File: config.mk
export PLATFORM = sky130hd
export DESIGN_NAME = pwm_steer
export DESIGN_NICKNAME = d
export VERILOG_FILES = /design/src/rtl/pwm_steer_pkg.sv /design/src/rtl/pwm_timebase.sv /design/src/rtl/pwm_deadband.sv /design/src/rtl/pwm_outmux.sv /design/src/rtl/pwm_steer.sv
export SDC_FILE = /design/constraint.sdc
export NUM_CORES = 1
export LEC_CHECK = 0
export CAP_MARGIN = 20
export CORE_ASPECT_RATIO = 1.5
export CORE_MARGIN = 2
export CORE_UTILIZATION = 48
export CTS_BUF_LIST = sky130_fd_sc_hd__clkbuf_8
export CTS_CLUSTER_SIZE = 8
export DETAILED_ROUTE_END_ITERATION = 12
export HOLD_SLACK_MARGIN = 0.1
export PLACE_DENSITY = 0.78
export SLEW_MARGIN = 10
export SYNTH_ARGS = -nofsm -noshare
export SYNTH_HDL_FRONTEND = slang
export SYNTH_HIERARCHICAL = 1
export SYNTH_SLANG_ARGS = --single-unit
File: constraint.sdc
create_clock -name clk_i -period 7.9 [get_ports clk_i]
set_input_delay 1.58 -clock clk_i [delete_from_list [all_inputs] [get_ports clk_i]]
set_output_delay 1.58 -clock clk_i [all_outputs]
set_load 0.01 [all_outputs]
File: src/rtl/pwm_steer_pkg.sv
package pwm_steer_pkg;
  typedef enum logic [1:0] {
    MODE_SINGLE = 2'b00,
    MODE_HALF   = 2'b01,
    MODE_FWD    = 2'b10,
    MODE_REV    = 2'b11
  } steer_mode_e;

  localparam logic [2:0] ADDR_PER = 3'd0;
  localparam logic [2:0] ADDR_DHI = 3'd1;
  localparam logic [2:0] ADDR_CFG = 3'd2;
  localparam logic [2:0] ADDR_DB  = 3'd3;
  localparam logic [2:0] ADDR_SHD = 3'd4;
  localparam logic [2:0] ADDR_TMR = 3'd5;

  localparam int PSC_W = 4;
endpackage

File: src/rtl/pwm_timebase.sv
module pwm_timebase import pwm_steer_pkg::*; #(
  parameter int PER_W = 8,
  parameter int LO_W  = 2,
  localparam int CNT_W = PER_W + LO_W
) (
  input  logic             clk_i,
  input  logic             rst_ni,
  input  logic             en_i,
  input  logic [1:0]       psc_i,
  input  logic [PER_W-1:0] per_i,
  input  logic [CNT_W-1:0] duty_i,
  output logic             active_o,
  output logic             roll_o
);
  logic [PSC_W-1:0] psc_cnt_q, psc_lim;
  logic [CNT_W-1:0] fine_q, duty_act_q;
  logic [PER_W-1:0] per_act_q;
  logic             tick;

  always_comb begin
    unique case (psc_i)
      2'b00:   psc_lim = PSC_W'(0);
      2'b01:   psc_lim = PSC_W'(3);
      default: psc_lim = PSC_W'(15);
    endcase
  end

  assign tick   = en_i && (psc_cnt_q == psc_lim);
  assign roll_o = tick && (fine_q == {per_act_q, {LO_W{1'b1}}});
  assign active_o = fine_q < duty_act_q;

  always_ff @(posedge clk_i or negedge rst_ni) begin
    if (!rst_ni) begin
      psc_cnt_q  <= '0;
      fine_q     <= '0;
      per_act_q  <= '0;
      duty_act_q <= '0;
    end else if (!en_i) begin
      psc_cnt_q  <= '0;
      fine_q     <= '0;
      per_act_q  <= per_i;
      duty_act_q <= duty_i;
    end else begin
      psc_cnt_q <= tick ? '0 : psc_cnt_q + 1'b1;
      if (roll_o) begin
        fine_q     <= '0;
        per_act_q  <= per_i;
        duty_act_q <= duty_i;
      end else if (tick) begin
        fine_q <= fine_q + 1'b1;
      end
    end
  end
endmodule

File: src/rtl/pwm_deadband.sv
module pwm_deadband #(
  parameter int DB_W = 7
) (
  input  logic            clk_i,
  input  logic            rst_ni,
  input  logic            raw_i,
  input  logic [DB_W-1:0] db_i,
  output logic            a_o,
  output logic            b_o
);
  logic            raw_q, chg, blank;
  logic [DB_W-1:0] cnt_q;

  assign chg   = raw_i != raw_q;
  // the edge cycle itself is the first blanked clock
  assign blank = chg ? (db_i != '0) : (cnt_q != '0);
  assign a_o   = raw_i & ~blank;
  assign b_o   = ~raw_i & ~blank;

  always_ff @(posedge clk_i or negedge rst_ni) begin
    if (!rst_ni) begin
      raw_q <= 1'b0;
      cnt_q <= '0;
    end else begin
      raw_q <= raw_i;
      if (chg)               cnt_q <= (db_i == '0) ? '0 : db_i - 1'b1;
      else if (cnt_q != '0)  cnt_q <= cnt_q - 1'b1;
    end
  end
endmodule

File: src/rtl/pwm_outmux.sv
module pwm_outmux import pwm_steer_pkg::*; #(
  parameter int PIN_N = 4
) (
  input  steer_mode_e      mode_i,
  input  logic             raw_i,
  input  logic             db_a_i,
  input  logic             db_b_i,
  input  logic             pol_ac_i,
  input  logic             pol_bd_i,
  input  logic             out_en_i,
  input  logic             shdn_i,
  input  logic [1:0]       st_ac_i,
  input  logic [1:0]       st_bd_i,
  output logic [PIN_N-1:0] pin_o,
  output logic [PIN_N-1:0] oe_o
);
  logic [PIN_N-1:0] act, mask;

  always_comb begin
    act  = '0;
    mask = '0;
    unique case (mode_i)
      MODE_SINGLE: begin act[0] = raw_i;                   mask[0]   = 1'b1; end
      MODE_HALF:   begin act[0] = db_a_i; act[1] = db_b_i; mask[1:0] = 2'b11; end
      MODE_FWD:    begin act[0] = 1'b1;   act[3] = raw_i;  mask      = '1;    end
      MODE_REV:    begin act[1] = 1'b1;   act[2] = raw_i;  mask      = '1;    end
      default: ;
    endcase
  end

  for (genvar i = 0; i < PIN_N; i++) begin : g_pin
    logic       pol;
    logic [1:0] st;
    if (i % 2 == 0) begin : g_ac
      assign pol = pol_ac_i;
      assign st  = st_ac_i;
    end else begin : g_bd
      assign pol = pol_bd_i;
      assign st  = st_bd_i;
    end
    assign pin_o[i] = shdn_i ? (~st[1] & st[0]) : (act[i] ^ pol);
    assign oe_o[i]  = out_en_i & mask[i] & ~(shdn_i & st[1]);
  end
endmodule

File: src/rtl/pwm_steer.sv
module pwm_steer import pwm_steer_pkg::*; #(
  parameter int DATA_W = 8,
  parameter int LO_W   = 2,
  parameter int SRC_N  = 3
) (
  input  logic              clk_i,
  input  logic              rst_ni,
  input  logic              wr_en_i,
  input  logic [2:0]        wr_addr_i,
  input  logic [DATA_W-1:0] wr_data_i,
  input  logic [SRC_N-1:0]  shdn_src_i,
  output logic [3:0]        pwm_o,
  output logic [3:0]        pwm_oe_o,
  output logic              shdn_flag_o,
  output logic              tmr_flag_o
);
  localparam int PER_W = DATA_W;
  localparam int DB_W  = DATA_W - 1;
  localparam int CNT_W = PER_W + LO_W;
  localparam int ST_LO = SRC_N;

  logic [PER_W-1:0]  per_q, dhi_q;
  logic [DATA_W-1:0] cfg_q;
  logic [DB_W-1:0]   db_q;
  logic              auto_q, tmr_en_q, out_en_q;
  logic [SRC_N-1:0]  sel_q;
  logic [1:0]        st_ac_q, st_bd_q;
  logic              shdn_q, tflag_q;
  logic              wr_shd, wr_tmr, hit, raw, roll, db_a, db_b;
  steer_mode_e       mode;
  logic              unused_tmr_bits;

  assign mode   = steer_mode_e'(cfg_q[LO_W+1:LO_W]);
  assign wr_shd = wr_en_i && (wr_addr_i == ADDR_SHD);
  assign wr_tmr = wr_en_i && (wr_addr_i == ADDR_TMR);
  assign hit    = |(shdn_src_i & sel_q);
  assign unused_tmr_bits = ^wr_data_i[DATA_W-1:3];

  always_ff @(posedge clk_i or negedge rst_ni) begin
    if (!rst_ni) begin
      per_q <= '0; dhi_q <= '0; cfg_q <= '0; db_q <= '0; auto_q <= 1'b0;
      sel_q <= '0; st_ac_q <= '0; st_bd_q <= '0;
      tmr_en_q <= 1'b0; out_en_q <= 1'b0;
    end else if (wr_en_i) begin
      unique case (wr_addr_i)
        ADDR_PER: per_q <= wr_data_i;
        ADDR_DHI: dhi_q <= wr_data_i;
        ADDR_CFG: cfg_q <= wr_data_i;
        ADDR_DB:  begin db_q <= wr_data_i[DB_W-1:0]; auto_q <= wr_data_i[DATA_W-1]; end
        ADDR_SHD: begin
          sel_q   <= wr_data_i[SRC_N-1:0];
          st_ac_q <= wr_data_i[ST_LO+1:ST_LO];
          st_bd_q <= wr_data_i[ST_LO+3:ST_LO+2];
        end
        ADDR_TMR: begin tmr_en_q <= wr_data_i[0]; out_en_q <= wr_data_i[1]; end
        default: ;
      endcase
    end
  end

  // set has priority over any clear
  always_ff @(posedge clk_i or negedge rst_ni) begin
    if (!rst_ni) begin
      shdn_q  <= 1'b0;
      tflag_q <= 1'b0;
    end else begin
      if (hit)                 shdn_q <= 1'b1;
      else if (wr_shd)         shdn_q <= wr_data_i[DATA_W-1];
      else if (auto_q && roll) shdn_q <= 1'b0;
      if (roll)                          tflag_q <= 1'b1;
      else if (wr_tmr && wr_data_i[2])   tflag_q <= 1'b0;
    end
  end

  pwm_timebase #(.PER_W(PER_W), .LO_W(LO_W)) i_timebase (
    .clk_i    (clk_i),
    .rst_ni   (rst_ni),
    .en_i     (tmr_en_q),
    .psc_i    (cfg_q[LO_W+5:LO_W+4]),
    .per_i    (per_q),
    .duty_i   ({dhi_q, cfg_q[LO_W-1:0]}),
    .active_o (raw),
    .roll_o   (roll)
  );

  pwm_deadband #(.DB_W(DB_W)) i_deadband (
    .clk_i  (clk_i),
    .rst_ni (rst_ni),
    .raw_i  (raw),
    .db_i   (db_q),
    .a_o    (db_a),
    .b_o    (db_b)
  );

  pwm_outmux #(.PIN_N(4)) i_outmux (
    .mode_i   (mode),
    .raw_i    (raw),
    .db_a_i   (db_a),
    .db_b_i   (db_b),
    .pol_ac_i (cfg_q[LO_W+2]),
    .pol_bd_i (cfg_q[LO_W+3]),
    .out_en_i (out_en_q),
    .shdn_i   (shdn_q),
    .st_ac_i  (st_ac_q),
    .st_bd_i  (st_bd_q),
    .pin_o    (pwm_o),
    .oe_o     (pwm_oe_o)
  );

  assign shdn_flag_o = shdn_q;
  assign tmr_flag_o  = tflag_q;
endmodule

After elaboration in Yosys (flattened, before gate mapping)
Cells that the tools add are included.
- bits in registers: 83
- input bits: 17
- equality and inequality tests: 14
- bitwise gates (word level): 25
- add/sub/neg operators: 4
- mux-type cells: 30
- reductions and logical operators: 25
- $lt $le $gt $ge: 1
- operators by type and width (cell ; number):
    $mux W10 ; 5
    $mux W7 ; 3
    $mux W8 ; 2
    $and A1 B1 Y1 ; 14
    $mux W1 ; 14
    $reduce_bool A7 Y1 ; 2
    $sub A7 B1 Y7 const B ; 2
    $reduce_and A2 Y1 ; 6
    $add A10 B1 Y10 const B ; 1
    $eq A10 B10 Y1 ; 1
    $lt A10 B10 Y1 ; 1
    $mux W4 ; 2
    $pmux W4 S2 ; 1
    $logic_not A7 Y1 ; 1
    $eq A3 B2 Y1 const B ; 2
    $eq A3 B3 Y1 const B ; 2
    $logic_and A1 B1 Y1 ; 6
    $not A1 Y1 ; 6
    $reduce_or A3 Y1 ; 2
    $add A4 B1 Y4 const B ; 1
    $eq A2 B1 Y1 const B ; 2
    $eq A2 B2 Y1 const B ; 2
    $eq A4 B4 Y1 ; 1
    $logic_not A2 Y1 ; 2
    other kinds (14) ; 18

Depth between registers and ports, before layout
- word-level depth: 9
- mapped depth: 11
- mapped depth without buffers: 11

Hierarchy
The synthesis kept the hierarchy.
- modules (own cells, without submodules) (module ; area each (sq um) ; cells each ; sequential area each (sq um) ; instances):
    pwm_timebase ; 1835.5 ; 159 ; 800.8 ; 1
    pwm_steer ; 1691.6 ; 102 ; 1076.0 ; 1
    pwm_deadband ; 603.1 ; 65 ; 200.2 ; 1
    pwm_outmux ; 171.4 ; 26 ; 0.0 ; 1

Worst setup path before layout
OpenSTA, ideal clock, no wires.
- path type: register to output
- from: register i_timebase.fine_q[5]
- to: output pwm_o[0]
- data required time: 6.320 ns
- cell stages (with the launch flop): 11
- slack: 3.701 ns
- data arrival time: 2.619 ns
- cell sequence: dfrtp_1 ha_1 a21o_1 a21o_1 a211oi_1 o21ai_0 a21oi_1 and2_1 nand2b_4 a2111o_1 o211a_1
- word-level cells in the longest chain between the ends: 8
- ends and longest elaborated chain (item ; RTL line ; text):
    from (decl) ; pwm_timebase.sv:16 ; logic [CNT_W-1:0] fine_q, duty_act_q;
    from (signal assigned) ; pwm_timebase.sv:50 ; fine_q <= fine_q + 1'b1;
    $lt A10 B10 Y1 * ; pwm_timebase.sv:30 ; assign active_o = fine_q < duty_act_q;
    via raw ; pwm_steer.sv:29 ; logic wr_shd, wr_tmr, hit, raw, roll, db_a, db_b;
    $ne A1 B1 Y1 ; pwm_deadband.sv:14 ; assign chg = raw_i != raw_q;
    $mux W1 ; pwm_deadband.sv:16 ; assign blank = chg ? (db_i != '0) : (cnt_q != '0);
    $not A1 Y1 ; pwm_deadband.sv:17 ; assign a_o = raw_i & ~blank;
    $and A1 B1 Y1 * ; pwm_deadband.sv:17 ;
    via db_a ; pwm_steer.sv:29 ;
    $pmux W1 S3 * ; pwm_outmux.sv:22 ; unique case (mode_i)
    $xor A1 B1 Y1 * ; pwm_outmux.sv:41 ; assign pin_o[i] = shdn_i ? (~st[1] & st[0]) : (act[i] ^ pol);
    $mux W1 * ; pwm_outmux.sv:41 ;
    to (decl) ; pwm_steer.sv:12 ; output logic [3:0] pwm_o,
The timed path passes the listed nets; every way through them passes the cells marked *.

Worst setup path in the final report
Same ends and word-level chain as after synthesis.

==> flow_metrics.tcl <==
set metrics [dict create \
    critPathMostFrequentCell "sky130_fd_sc_hd__a21o_1" \
    dr.first_iter.drc_count 116 \
    fp.dieH_um 120 \
    power.density_cell_area_nw_per_um2 278 \
    die_w_um 81.3 \
    syn_area_per_cell_um2 12.2 \
    synth_flop_cell "sky130_fd_sc_hd__dfrtp_1" \
    pwr-share-comb_pct 28.3 \
    max-cap-violations 0 \
    synth-warning-count 6 \
    io_buffer_count 26 \
    netlist-cell-type-count 60 \
    cts_buffer_depth 2 \
    clk-insertion-delay-late_ps 360 \
    placement_rows 42 \
    slack_of_the_critical_path_ps 2540 \
    floorplan.initialDensity_pct 49.0 \
    numCtsBuffers 9 \
    grt_first_pass_wirelength_um 13800 \
    grt-ovfl-total 0 \
    status "finished, final reports clean" \
    cts_repair_resize_count 0 \
    clock-skew-final_ps 5.73 \
    psw_uw 412 \
    gpl.final_weighted_congestion 0.809 \
    cts-root-buf "sky130_fd_sc_hd__clkbuf_8" \
    critical_path.top_delay_family "compound AO/OA/AOI/OAI gates" \
    cts.sinks 83 \
    num_antenna_cells 0 \
    critical-path-slowest-cell "sky130_fd_sc_hd__a21oi_1" \
    rsz0062_at_grt "no" \
    max_freq_mhz 186 \
    drive_gt1_share_pct 24.5 \
    critPathBufInv 1 \
    timing.hold.worst.start "i_timebase/psc_cnt_q[0]" \
    postSynth.asyncResetShare_pct 100 \
    hold-worst-slack_ps 492 \
    p_leak_nw 2.18 \
    hold_class "reg -> reg" \
    yosys_register_bits 83 \
    drv_slew 0 \
    worstReg2RegStart "i_timebase/fine_q[5]" \
    crit_path_max_incr_delay_ps 560 \
    worst_ir_drop_vdd_mv 0.202 \
    internal_power_uw 945 \
    viasPerCell 5.57 \
    timing_worst_slew_pin_value_ps 913 \
    timing.setup.tns_ps 0 \
    final_wl_um 8320 \
    post_synthesis_cell_count 352 \
    cts.reportedPaths.clkPinSlew_ps 80 \
    final_period_minus_worst_setup_slack_ps 5360 \
    final_cells 497 \
    track_usage_pct 18.7 \
    wl_per_cell_um 16.7 \
    setup-violations-final 0 \
    timing.final.crit_share_pct 67.9 \
    syn_nets 383 \
    drc 0 \
    finalCoreUtilization_pct 55.5 \
    endpoints_failing_hold 0 \
    swShare_pct 30.4 \
    ys_seq_area_share_pct 48.3 \
    drt.antenna.violating_nets 0 \
    timing.critical_path.cells "ha_1 > a21o_1 > a21o_1 > a211oi_1 > o21ai_0 > a21oi_1 > and2_1 > nand2b_4 > a2111o_1 > o211a_1 > clkdlybuf4s50_1" \
    route.vias.total 2766 \
    share_seq_of_total_power_pct 46.0 \
    critical_path_cell_count 11 \
    holdBufCountCts 0 \
    synth_edf_count 0 \
    hold-path-endpoint "i_timebase/psc_cnt_q[0]" \
    grt_pass1_vias 2850 \
    min_path_cells 1 \
    timing_worst_setup_path_type "reg -> out" \
    area_delta_synth_final_pct 13.3 \
    critPathCaptureType "output pin" \
    power.share.clock_pct 25.7 \
    synth_area_um2 4300 \
    numPlacedInstances 480 \
    worstPathMaxFanout 8 \
    worst_r2r_endpoint "i_deadband/cnt_q[6]" \
    timing.max_slew.rel_slack_pct 38.9 \
    cts_tree "done" \
    r2r_setup_slack_ps 4750 \
    post_cts_buffers 0 \
    pin_count 27 \
    post-place-ws_ps 2920 \
    pin_count_of_the_biggest_net_entering_global_routing 84 \
    grt_antenna_before_repair 0 \
    worstRegToRegCells 9 \
    drt_pre_antenna_iters 4 \
    setup.worst_path.start_class "flop" \
    design.core.area_um2 8780 \
    worst_ep_required_time_ps 6320 \
    dpl.hpwl_um 5920 \
    cp.arrival_ps 3780 \
    die_area_um2 9750 \
    cts-htree-levels 3 \
    nNetsFinal 413 \
]
[worst max-delay path by stage]
stage,from,to,slack (ps)
global placement,i_timebase/fine_q[5],pwm_o[0],3050
floorplan,i_timebase/fine_q[5],pwm_o[0],3700
detailed placement,i_timebase/fine_q[5],pwm_o[0],2920
global route,i_timebase/fine_q[5],pwm_o[0],2360
CTS,i_timebase/fine_q[5],pwm_o[0],2520
finish,i_timebase/fine_q[5],pwm_o[0],2540
[per-layer routing]
metal	wire, um	global-route usage [%]	vias to the layer above
met3	264	3.91	15
li1	-	-	1331
met2	4320	30.4	54
met4	214	8.58	0
met5	0	0	-
met1	3520	23.4	1366
[placed cells by master, fill, tap and decap left out, drive strengths merged, types with 3 or more instances in the layout]
cell	Yosys	routed
inv	20	21
o21ai	13	13
nor3	6	6
clkdlybuf4s50	0	25
ha	14	14
xnor2	11	11
or3	3	3
a211oi	4	4
clkbuf	0	11
nor2	12	12
nand3b	3	3
a21o	3	3
and2	5	5
a21boi	3	3
or4	6	6
nand2	19	19
mux2	59	59
and4bb	3	3
a31oi	3	3
a21oi	13	13
xor2	13	13
and3	3	3
nand2b	4	4
nand3	13	13
dfrtp	83	83
[power by group through the flow]
stage                     Combinational, mW  Clock [mW]  Sequential, mW
after floorplan                       0.303           0           0.603
after global placement                0.370           0           0.625
after detailed placement              0.383           0           0.632
after CTS                             0.386       0.355           0.625
after global routing                  0.427       0.373           0.641
final                                 0.383       0.349           0.624
[synthesized netlist by cell type, types with 3 or more instances]
cell                       count  area, um^2
sky130_fd_sc_hd__ha_1         14         175
sky130_fd_sc_hd__nor2_1       11        41.3
sky130_fd_sc_hd__inv_1        20        75.1
sky130_fd_sc_hd__buf_6         4        45.0
sky130_fd_sc_hd__o21ai_0      11        55.1
sky130_fd_sc_hd__dfrtp_1      83        2080
sky130_fd_sc_hd__nand3b_1      3        22.5
sky130_fd_sc_hd__mux2_2       42         473
sky130_fd_sc_hd__a21boi_0      3        22.5
sky130_fd_sc_hd__nand3_1      12        60.1
sky130_fd_sc_hd__nor3_1        5        25.0
sky130_fd_sc_hd__a31oi_1       3        18.8
sky130_fd_sc_hd__a211oi_1      4        30.0
sky130_fd_sc_hd__or4_1         5        37.5
sky130_fd_sc_hd__a21oi_1      13        65.1
sky130_fd_sc_hd__nand2_1      18        67.6
sky130_fd_sc_hd__xnor2_1      11        96.3
sky130_fd_sc_hd__a21o_1        3        22.5
sky130_fd_sc_hd__xor2_1       13         114
sky130_fd_sc_hd__or3_1         3        18.8
sky130_fd_sc_hd__and2_1        4        25.0
sky130_fd_sc_hd__mux2_4       17         255
sky130_fd_sc_hd__and4bb_2      3        37.5
[area by class of cell]
type	count	area, um^2
Timing Repair Buffer	27	278
Tap cell	110	138
Fill cell	709	3900
Sequential cell	83	2080
Clock buffer	11	151
Multi-Input combinational cell	241	2070
Clock inverter	5	83.8
Inverter	20	75.1
[per-stage QoR]
stage | power (mW) | instance area (um^2)
detailed placement | 1.02 | 4620
floorplan | 0.906 | 4300
global route | 1.44 | 4870
finish | 1.36 | 4870
global placement | 0.996 | 4620
CTS | 1.37 | 4850
[sequential cells by signal, indices dropped and copies added, names as in the netlist, 2 cells and up]
| register | cells |
|---|---|
| dhi_q | 8 |
| cfg_q | 8 |
| i_timebase/fine_q | 10 |
| per_q | 8 |
| st_bd_q | 2 |
| db_q | 7 |
| i_timebase/per_act_q | 8 |
| i_timebase/duty_act_q | 10 |
| sel_q | 3 |
| i_deadband/cnt_q | 7 |
| st_ac_q | 2 |
| i_timebase/psc_cnt_q | 4 |
[logic make-up (layout without fill, tap and decap cells)]
group / Yosys count / count (layout) / synth area share [%]
AO/OA/AOI/OAI: 54 / 54 / 8.52
XOR/XNOR: 24 / 24 / 4.89
adder cells (fa/ha/maj): 14 / 14 / 4.07
buffers and inverters: 28 / 63 / 3.55
flip-flops: 83 / 83 / 48.3
multiplexers: 61 / 61 / 17.4
AND/OR/NAND/NOR: 88 / 88 / 13.3
Power figures use the tool's default switching activity.
